--- config.mk ---
export PLATFORM = sky130hd
export DESIGN_NAME = supply_reset_ctrl
export DESIGN_NICKNAME = d
export VERILOG_FILES = /design/src/rtl/supply_reset_pkg.sv /design/src/rtl/srs_reset_sync.sv /design/src/rtl/srs_bit_sync.sv /design/src/rtl/srs_supply_window.sv /design/src/rtl/srs_stretch_timer.sv /design/src/rtl/supply_reset_ctrl.sv
export SDC_FILE = /design/constraint.sdc
export NUM_CORES = 1
export LEC_CHECK = 0
export BUFFER_PORTS_ARGS = -buffer_cell sky130_fd_sc_hd__buf_2
export CORE_ASPECT_RATIO = 0.9
export CORE_MARGIN = 4
export CORE_UTILIZATION = 55
export CTS_CLUSTER_SIZE = 8
export DETAILED_ROUTE_END_ITERATION = 7
export PLACE_DENSITY = 0.8
export SKIP_CTS_REPAIR_TIMING = 1
export SLEW_MARGIN = 5
export SYNTH_ARGS = -nofsm -noshare
export SYNTH_HDL_FRONTEND = slang
export SYNTH_HIERARCHICAL = 1
export SYNTH_SLANG_ARGS = --single-unit
--- constraint.sdc ---
create_clock -name clk -period 1.4 [get_ports clk]
set_input_delay 0.28 -clock clk [delete_from_list [all_inputs] [get_ports clk]]
set_output_delay 0.28 -clock clk [all_outputs]
set_load 0.05 [all_outputs]
--- src/rtl/supply_reset_pkg.sv ---
package supply_reset_pkg;

  // Encoding of the last-reset-cause flag
  typedef enum logic {
    CAUSE_SUPPLY = 1'b0,
    CAUSE_PIN    = 1'b1
  } rst_cause_e;

  // Width of a down-counter that must hold the value n-1
  function automatic int cnt_width(input int n);
    return (n > 2) ? $clog2(n) : 1;
  endfunction

endpackage

--- src/rtl/srs_reset_sync.sv ---
// Asynchronous-assert, synchronous-release reset synchroniser.
module srs_reset_sync #(
  parameter int STAGES = 2
) (
  input  logic clk,
  input  logic arst_n,
  output logic rst_n_o
);

  logic [STAGES-1:0] chain_q;
  logic [STAGES-1:0] chain_d;

  always_comb begin
    chain_d = {chain_q[STAGES-2:0], 1'b1};
  end

  always_ff @(posedge clk or negedge arst_n) begin
    if (!arst_n) chain_q <= '0;
    else         chain_q <= chain_d;
  end

  assign rst_n_o = chain_q[STAGES-1];

endmodule

--- src/rtl/srs_bit_sync.sv ---
// Multi-flop synchroniser for one asynchronous level.
module srs_bit_sync #(
  parameter int   STAGES  = 2,
  parameter logic RST_VAL = 1'b0
) (
  input  logic clk,
  input  logic rst_n,
  input  logic d,
  output logic q
);

  logic [STAGES-1:0] sh_q;
  logic [STAGES-1:0] sh_d;

  always_comb begin
    sh_d = {sh_q[STAGES-2:0], d};
  end

  always_ff @(posedge clk or negedge rst_n) begin
    if (!rst_n) sh_q <= {STAGES{RST_VAL}};
    else        sh_q <= sh_d;
  end

  assign q = sh_q[STAGES-1];

endmodule

--- src/rtl/srs_supply_window.sv ---
// Hysteresis state: set above the upper level, cleared below the lower.
module srs_supply_window (
  input  logic clk,
  input  logic rst_n,
  input  logic above_s,
  input  logic below_s,
  output logic good_o,
  output logic drop_o
);

  logic good_q;
  logic good_d;

  always_comb begin
    good_d = good_q;
    if (below_s)      good_d = 1'b0;   // below wins over above
    else if (above_s) good_d = 1'b1;
  end

  always_ff @(posedge clk or negedge rst_n) begin
    if (!rst_n) good_q <= 1'b0;
    else        good_q <= good_d;
  end

  assign good_o = good_q;
  assign drop_o = good_q & below_s;

endmodule

--- src/rtl/srs_stretch_timer.sv ---
// Holds reset for STRETCH_CYCLES cycles after the supply turns good.
module srs_stretch_timer
  import supply_reset_pkg::*;
#(
  parameter int STRETCH_CYCLES = 65536
) (
  input  logic clk,
  input  logic rst_n,
  input  logic good,
  input  logic drop,
  output logic core_rst_n,
  output logic cause_o
);

  localparam int              CNT_W  = cnt_width(STRETCH_CYCLES);
  localparam logic [CNT_W-1:0] RELOAD = CNT_W'(STRETCH_CYCLES - 1);

  logic [CNT_W-1:0] cnt_q, cnt_d;
  logic             cnt_en;
  logic             rel_q, rel_d;
  rst_cause_e       cause_q, cause_d;

  always_comb begin
    cnt_en  = 1'b0;
    cnt_d   = cnt_q;
    rel_d   = rel_q;
    cause_d = cause_q;
    if (!good) begin
      cnt_en = 1'b1;
      cnt_d  = RELOAD;
      rel_d  = 1'b0;
    end else if (cnt_q != '0) begin
      cnt_en = 1'b1;
      cnt_d  = cnt_q - 1'b1;
      rel_d  = 1'b0;
    end else begin
      rel_d  = 1'b1;
    end
    if (drop) cause_d = CAUSE_SUPPLY;
  end

  always_ff @(posedge clk or negedge rst_n) begin
    if (!rst_n)      cnt_q <= RELOAD;
    else if (cnt_en) cnt_q <= cnt_d;
  end

  always_ff @(posedge clk or negedge rst_n) begin
    if (!rst_n) begin
      rel_q   <= 1'b0;
      cause_q <= CAUSE_PIN;
    end else begin
      rel_q   <= rel_d;
      cause_q <= cause_d;
    end
  end

  assign core_rst_n = rel_q;
  assign cause_o    = cause_q;

endmodule

--- src/rtl/supply_reset_ctrl.sv ---
// Reset sequencer driven by supply comparators and an external pin.
module supply_reset_ctrl #(
  parameter int STRETCH_CYCLES = 65536,
  parameter int SYNC_STAGES    = 2
) (
  input  logic clk,
  input  logic ext_rst_n,
  input  logic sup_above_hi,
  input  logic sup_below_lo,
  output logic core_rst_n,
  output logic rst_cause
);

  logic int_rst_n;
  logic above_s;
  logic below_s;
  logic sup_good;
  logic sup_drop;

  srs_reset_sync #(.STAGES(SYNC_STAGES)) u_rsync (
    .clk     (clk),
    .arst_n  (ext_rst_n),
    .rst_n_o (int_rst_n)
  );

  srs_bit_sync #(.STAGES(SYNC_STAGES), .RST_VAL(1'b0)) u_sync_hi (
    .clk   (clk),
    .rst_n (int_rst_n),
    .d     (sup_above_hi),
    .q     (above_s)
  );

  srs_bit_sync #(.STAGES(SYNC_STAGES), .RST_VAL(1'b1)) u_sync_lo (
    .clk   (clk),
    .rst_n (int_rst_n),
    .d     (sup_below_lo),
    .q     (below_s)
  );

  srs_supply_window u_window (
    .clk     (clk),
    .rst_n   (int_rst_n),
    .above_s (above_s),
    .below_s (below_s),
    .good_o  (sup_good),
    .drop_o  (sup_drop)
  );

  srs_stretch_timer #(.STRETCH_CYCLES(STRETCH_CYCLES)) u_timer (
    .clk        (clk),
    .rst_n      (int_rst_n),
    .good       (sup_good),
    .drop       (sup_drop),
    .core_rst_n (core_rst_n),
    .cause_o    (rst_cause)
  );

endmodule

Word-level counts from Yosys, hierarchy flattened
Cells that the tools add are included.
Storage, ports and cells
  flip-flop bits (word level): 25
  input port bits: 4
  word-level logic and storage cells: 21
Cells by class
  add/sub/neg operators: 1
  equal/unequal tests: 1
  multiplexer cells: 8
  bitwise logic cells: 1
  reduce and logical (&&, ||, !) cells: 3
Operators with widths (count)
  $mux W16: 2
  $reduce_bool A16 Y1: 1
  $sub A16 B1 Y16 const B: 1
  $mux W1: 6
  $ne A2 B1 Y1 const B: 1
  $reduce_and A2 Y1: 1
  $reduce_bool A2 Y1: 1
  $and A1 B1 Y1: 1

Logic depth before layout (Yosys ltp)
  depth in word-level cells: 4
  gate-level depth with buffers: 7
  gate-level depth less buffers: 6

Modules after synthesis
The synthesis kept the hierarchy.
By module, submodules not included
  srs_stretch_timer: times used 1, cells an instance 95, area an instance 955.9 µm², seq. area each 471.7 µm²
  srs_reset_sync: times used 1, cells an instance 3, area an instance 53.8 µm², seq. area each 50.0 µm²
  srs_bit_sync at u_sync_lo: times used 1, cells an instance 2, area an instance 52.6 µm², seq. area each 52.6 µm²
  srs_bit_sync at u_sync_hi: times used 1, cells an instance 2, area an instance 50.0 µm², seq. area each 50.0 µm²
  srs_supply_window: times used 1, cells an instance 3, area an instance 42.5 µm², seq. area each 25.0 µm²

Worst setup path after synthesis
No wires, ideal clock.
  path kind: register -> register
  start point: register u_timer.cnt_q[4]
  end point: register u_timer.cnt_q[13]
  setup time: 0.082 ns
  arrival time: 1.979 ns
  required time: 1.318 ns
  setup slack: -0.661 ns
  cell stages (with the launch flop): 6
  buffers on the path: 1
  period minus slack after synthesis: 2.061 ns
  cells stage by stage: dfstp_2 -> or4_4 -> or3_1 -> clkbuf_2 -> nor4_1 -> mux2_2
On the way
  word-level cells in the longest chain between the ends: 4
RTL lines
  start, declared: RTL line srs_stretch_timer.sv:18  | logic [CNT_W-1:0] cnt_q, cnt_d;
  start signal, assigned: RTL line srs_stretch_timer.sv:44  | else if (cnt_en) cnt_q <= cnt_d;
  branches (longest 4 deep; another with $sub A16 B1 Y16)
Several ways; the timed one is not identified. The select of a mux whose other input is x is not followed.
A chain may end at the register's enable or synchronous reset.

Worst setup path in the final report
  start point: register u_timer.cnt_q[4]
  end point: register u_timer.cnt_q[9]
Same word-level chain as after synthesis.

==> impl_metrics.prom <==
# TYPE chip_impl_metric gauge
chip_impl_metric{name="synth-edff-count",unit=""} 0
chip_impl_metric{name="maximum_achievable_frequency",unit="MHz"} 496
chip_impl_info{name="cp-start-kind",value="register"} 1
chip_impl_metric{name="post-route-worst-setup-slack",unit="ns"} -0.615
chip_impl_metric{name="area_growth_syn_to_layout",unit="%"} 36.2
chip_impl_metric{name="yosysWarnings",unit=""} 6
chip_impl_metric{name="leakagePower",unit="nW"} 0.663
chip_impl_metric{name="aggregate_global_routing_overflow",unit=""} 0
chip_impl_metric{name="synthesis.instances",unit=""} 105
chip_impl_metric{name="post_place_instance_area",unit="mm²"} 0.00138
chip_impl_info{name="synth.largest_area_cell",value="dfstp_2"} 1
chip_impl_metric{name="synth-compound-area-share",unit=""} 0.103
chip_impl_metric{name="drt_pass1_iterations",unit=""} 4
chip_impl_metric{name="cts.clk_slew.worst_paths",unit="ns"} 0.14
chip_impl_metric{name="ys_seq_area_frac",unit=""} 0.562
chip_impl_metric{name="worst_relative_slew_slack",unit=""} 0.581
chip_impl_info{name="tritoncts",value="done"} 1
chip_impl_metric{name="synth-seq-cells",unit=""} 25
chip_impl_metric{name="layout-drive-gt1-share",unit=""} 0.607
chip_impl_metric{name="routed_wire_length_per_instance",unit="µm"} 17.2
chip_impl_metric{name="first_global_vias",unit=""} 934
chip_impl_metric{name="setup-violations-final",unit=""} 17
chip_impl_metric{name="io_pins",unit=""} 6
chip_impl_info{name="postSynth.topFlopCell",value="dfstp_2"} 1
chip_impl_metric{name="post-layout-total-power",unit="mW"} 1.16
chip_impl_metric{name="post_synth_instance_area",unit="mm²"} 0.00115
chip_impl_info{name="outcome",value="complete, but fails checks"} 1
chip_impl_metric{name="die_height",unit="µm"} 51.5
chip_impl_metric{name="detailroute.via_count",unit=""} 989
chip_impl_info{name="crit_path_end_kind",value="register"} 1
chip_impl_metric{name="ant_nets",unit=""} 0
chip_impl_metric{name="die_w",unit="µm"} 56.3
chip_impl_info{name="synth.top_cells.by_area",value="dfstp_2 43%, dfrtp_1 13%, or4_1 4.6%"} 1
chip_impl_info{name="cts-root-buf",value="clkbuf_4"} 1
chip_impl_metric{name="clock_sink_count",unit=""} 25
chip_impl_info{name="synth_top_family_by_area",value="simple AND/OR/NAND/NOR gates"} 1
chip_impl_metric{name="syn_nets",unit=""} 110
chip_impl_metric{name="initial_util",unit=""} 0.592
chip_impl_metric{name="timing.clock.skew",unit="ns"} 0.00655
chip_impl_metric{name="synth_xor_area_frac",unit=""} 0
chip_impl_metric{name="n_fill_cell",unit=""} 112
chip_impl_metric{name="synth_largest_type_area_fraction",unit=""} 0.432
chip_impl_info{name="grt_setup_unrepaired",value="true"} 1
chip_impl_metric{name="number_of_h_tree_levels",unit=""} 1
chip_impl_metric{name="final_period_minus_worst_setup_slack",unit="ns"} 2.02
chip_impl_metric{name="cts-buffers-inserted",unit=""} 3
chip_impl_metric{name="number_of_antenna_diodes",unit=""} 0
chip_impl_metric{name="post-place-ws",unit="ns"} -0.606
chip_impl_metric{name="irDropWorstVdd",unit="mV"} 0.808
chip_impl_metric{name="avgSynthCellArea",unit="µm²"} 11.0
chip_impl_metric{name="place.detailed.instances",unit=""} 153
chip_impl_metric{name="post_synth_fa_ha_maj_area_fraction",unit=""} 0.0108
chip_impl_metric{name="later_pin_clock_latency_in_the_skew_report",unit="ns"} 0.32
chip_impl_metric{name="finalHoldViolations",unit=""} 0
chip_impl_metric{name="detailedPlacementHpwl",unit="mm"} 1.77
chip_impl_metric{name="die_area",unit="mm²"} 0.00290
chip_impl_metric{name="worstPathRequired",unit="ns"} 1.67
chip_impl_info{name="timing_worst_setup_path_type",value="register to register"} 1
chip_impl_metric{name="synth_simple_gate_area_frac",unit=""} 0.255
chip_impl_metric{name="largest_net_degree_at_the_start_of_global_routing",unit=""} 21
chip_impl_metric{name="drt_iter0_drcs",unit=""} 16
chip_impl_metric{name="gp_congestion",unit=""} 0.817
chip_impl_metric{name="number_of_unique_standard_cell_types_used_by_synthesis",unit=""} 30
chip_impl_metric{name="fin_util",unit=""} 0.806
chip_impl_info{name="worst_min_delay_path_category",value="input pin to register"} 1
chip_impl_info{name="synth.most_common_cell",value="dfstp_2"} 1
chip_impl_metric{name="crit_path_max_fo",unit=""} 7
chip_impl_metric{name="synthArstFlopShare",unit=""} 1.00
chip_impl_metric{name="drc_errors",unit=""} 0
chip_impl_metric{name="power_density",unit="mW/mm²"} 738
chip_impl_metric{name="portBuffers",unit=""} 5
chip_impl_info{name="violations",value="setup timing"} 1
chip_impl_metric{name="route.final.wire_length",unit="mm"} 2.75
chip_impl_metric{name="initial_antenna_violation_count",unit=""} 0
chip_impl_metric{name="min_period_over_period",unit=""} 1.44
chip_impl_metric{name="timing.final.max_slew_violations",unit=""} 0
chip_impl_metric{name="design.final.nets",unit=""} 141
chip_impl_metric{name="clock_path_buffers",unit=""} 2
chip_impl_metric{name="placeableCoreArea",unit="mm²"} 0.00195
chip_impl_metric{name="wire_length_of_the_first_global_routing_pass",unit="mm"} 4.00
chip_impl_metric{name="worstMarginPinSlew",unit="ns"} 0.628
chip_impl_metric{name="site_row_count",unit=""} 15
chip_impl_metric{name="synth.mux.area_fraction",unit=""} 0.0390
chip_impl_metric{name="grt.total_usage",unit=""} 0.178
chip_impl_metric{name="vias_per_cell",unit=""} 6.18
chip_impl_info{name="post_synth_most_frequent_cells",value="19 x dfstp_2, 7 x nand3_1, 7 x o21ai_0, 7 x or4_1"} 1
chip_impl_metric{name="worst-endpoint-arrival",unit="ns"} 2.28
chip_impl_metric{name="final_cell_area_excluding_filler_cells",unit="mm²"} 0.00157
chip_impl_metric{name="non_filler_cells_in_the_finished_layout",unit=""} 160
chip_impl_metric{name="number_of_max_capacitance_violations_reported",unit=""} 0
-- cells by family (layout without fill, tap and decap cells) --
| logic type | count (synthesis) | count (layout) |
|---|---|---|
| other | 1 | 1 |
| adder cells (fa/ha/maj) | 1 | 1 |
| flip-flops | 25 | 25 |
| AO/OA/AOI/OAI | 19 | 19 |
| AND/OR/NAND/NOR | 47 | 47 |
| buffers and inverters | 8 | 38 |
| multiplexers | 4 | 4 |
-- flip-flops by register name, summed over array words and instances, names as in the netlist --
| signal | cells |
|---|---|
| u_sync_hi/sh_q | 2 |
| u_timer/cause_o | 1 |
| u_timer/cnt_q | 16 |
| u_timer/core_rst_n | 1 |
| u_window/good_o | 1 |
| u_sync_lo/sh_q | 2 |
| u_rsync/chain_q | 2 |
-- cells in the final DEF, fill, tap and decap left out, types with 3 or more instances in the layout --
cell	count
and3_1	4
nand2b_1	5
o21ai_0	6
or4_4	6
nand3_1	6
buf_6	5
dfrtp_1	6
or3_4	3
buf_4	22
nand2_1	4
dfstp_2	19
mux2_2	3
clkbuf_4	3
o31ai_1	4
buf_2	4
-- worst max-delay path, cell delays in order, from the launching register on --
cell	delay (ns)
dfstp_2	0.40
or4_4	0.54
or3_4	0.43
or4_4	0.49
nand3_1	0.09
-- report_power, final --
| group | internal (mW) | total [mW] | switching [mW] |
|---|---|---|---|
| logic | 0.0250 | 0.0535 | 0.0286 |
| clock network | 0.116 | 0.344 | 0.228 |
| registers | 0.746 | 0.763 | 0.0169 |
| total | 0.887 | 1.16 | 0.273 |
-- metal layers --
metal	up-vias	track usage	routed length (µm)
met2	35	0.307	1440
li1	454	-	-
met4	0	0.0395	57
met1	489	0.227	1080
met5	-	0	0
met3	11	0.0455	169
-- stage by stage --
step | hold WS, ns | setup TNS [ns]
2_1_floorplan | -0.0156 | -7.43
3_3_place_gp | 0.0641 | -7.31
3_5_place_dp | 0.0683 | -7.67
4_1_cts | -0.310 | -8.32
5_1_grt | 0.00745 | -8.77
6_report | 0.0295 | -7.79
-- worst paths after layout --
| kind | cells after the start | startpoint | end | slack (ns) |
|---|---|---|---|---|
| setup / recovery | 4 | u_timer/cnt_q[4] | u_timer/cnt_q[9] | -0.62 |
| hold / removal | 1 | sup_below_lo | u_sync_lo/sh_q[0] | 0.03 |
| setup reg to reg | 4 | u_timer/cnt_q[4] | u_timer/cnt_q[9] | -0.62 |
| hold reg to reg | 1 | u_rsync/chain_q[1] | u_timer/core_rst_n | 0.20 |
| max in group asynchronous | 1 | u_rsync/chain_q[1] | u_timer/cnt_q[13] | 0.97 |
| min in group asynchronous | 1 | u_rsync/chain_q[1] | u_timer/core_rst_n | 0.20 |
-- area by class of cell --
class,count,area (µm²),share of cell area
inverter,2,7.51,0.00477
sequential,25,649,0.413
clock inverter,1,8.76,0.00557
timing repair buffer,32,251,0.160
multi-input combinational,72,602,0.383
tap,25,31.3,0.0199
clock buffer,3,22.5,0.0143
Note: power is estimated with default switching activity, not from simulation.
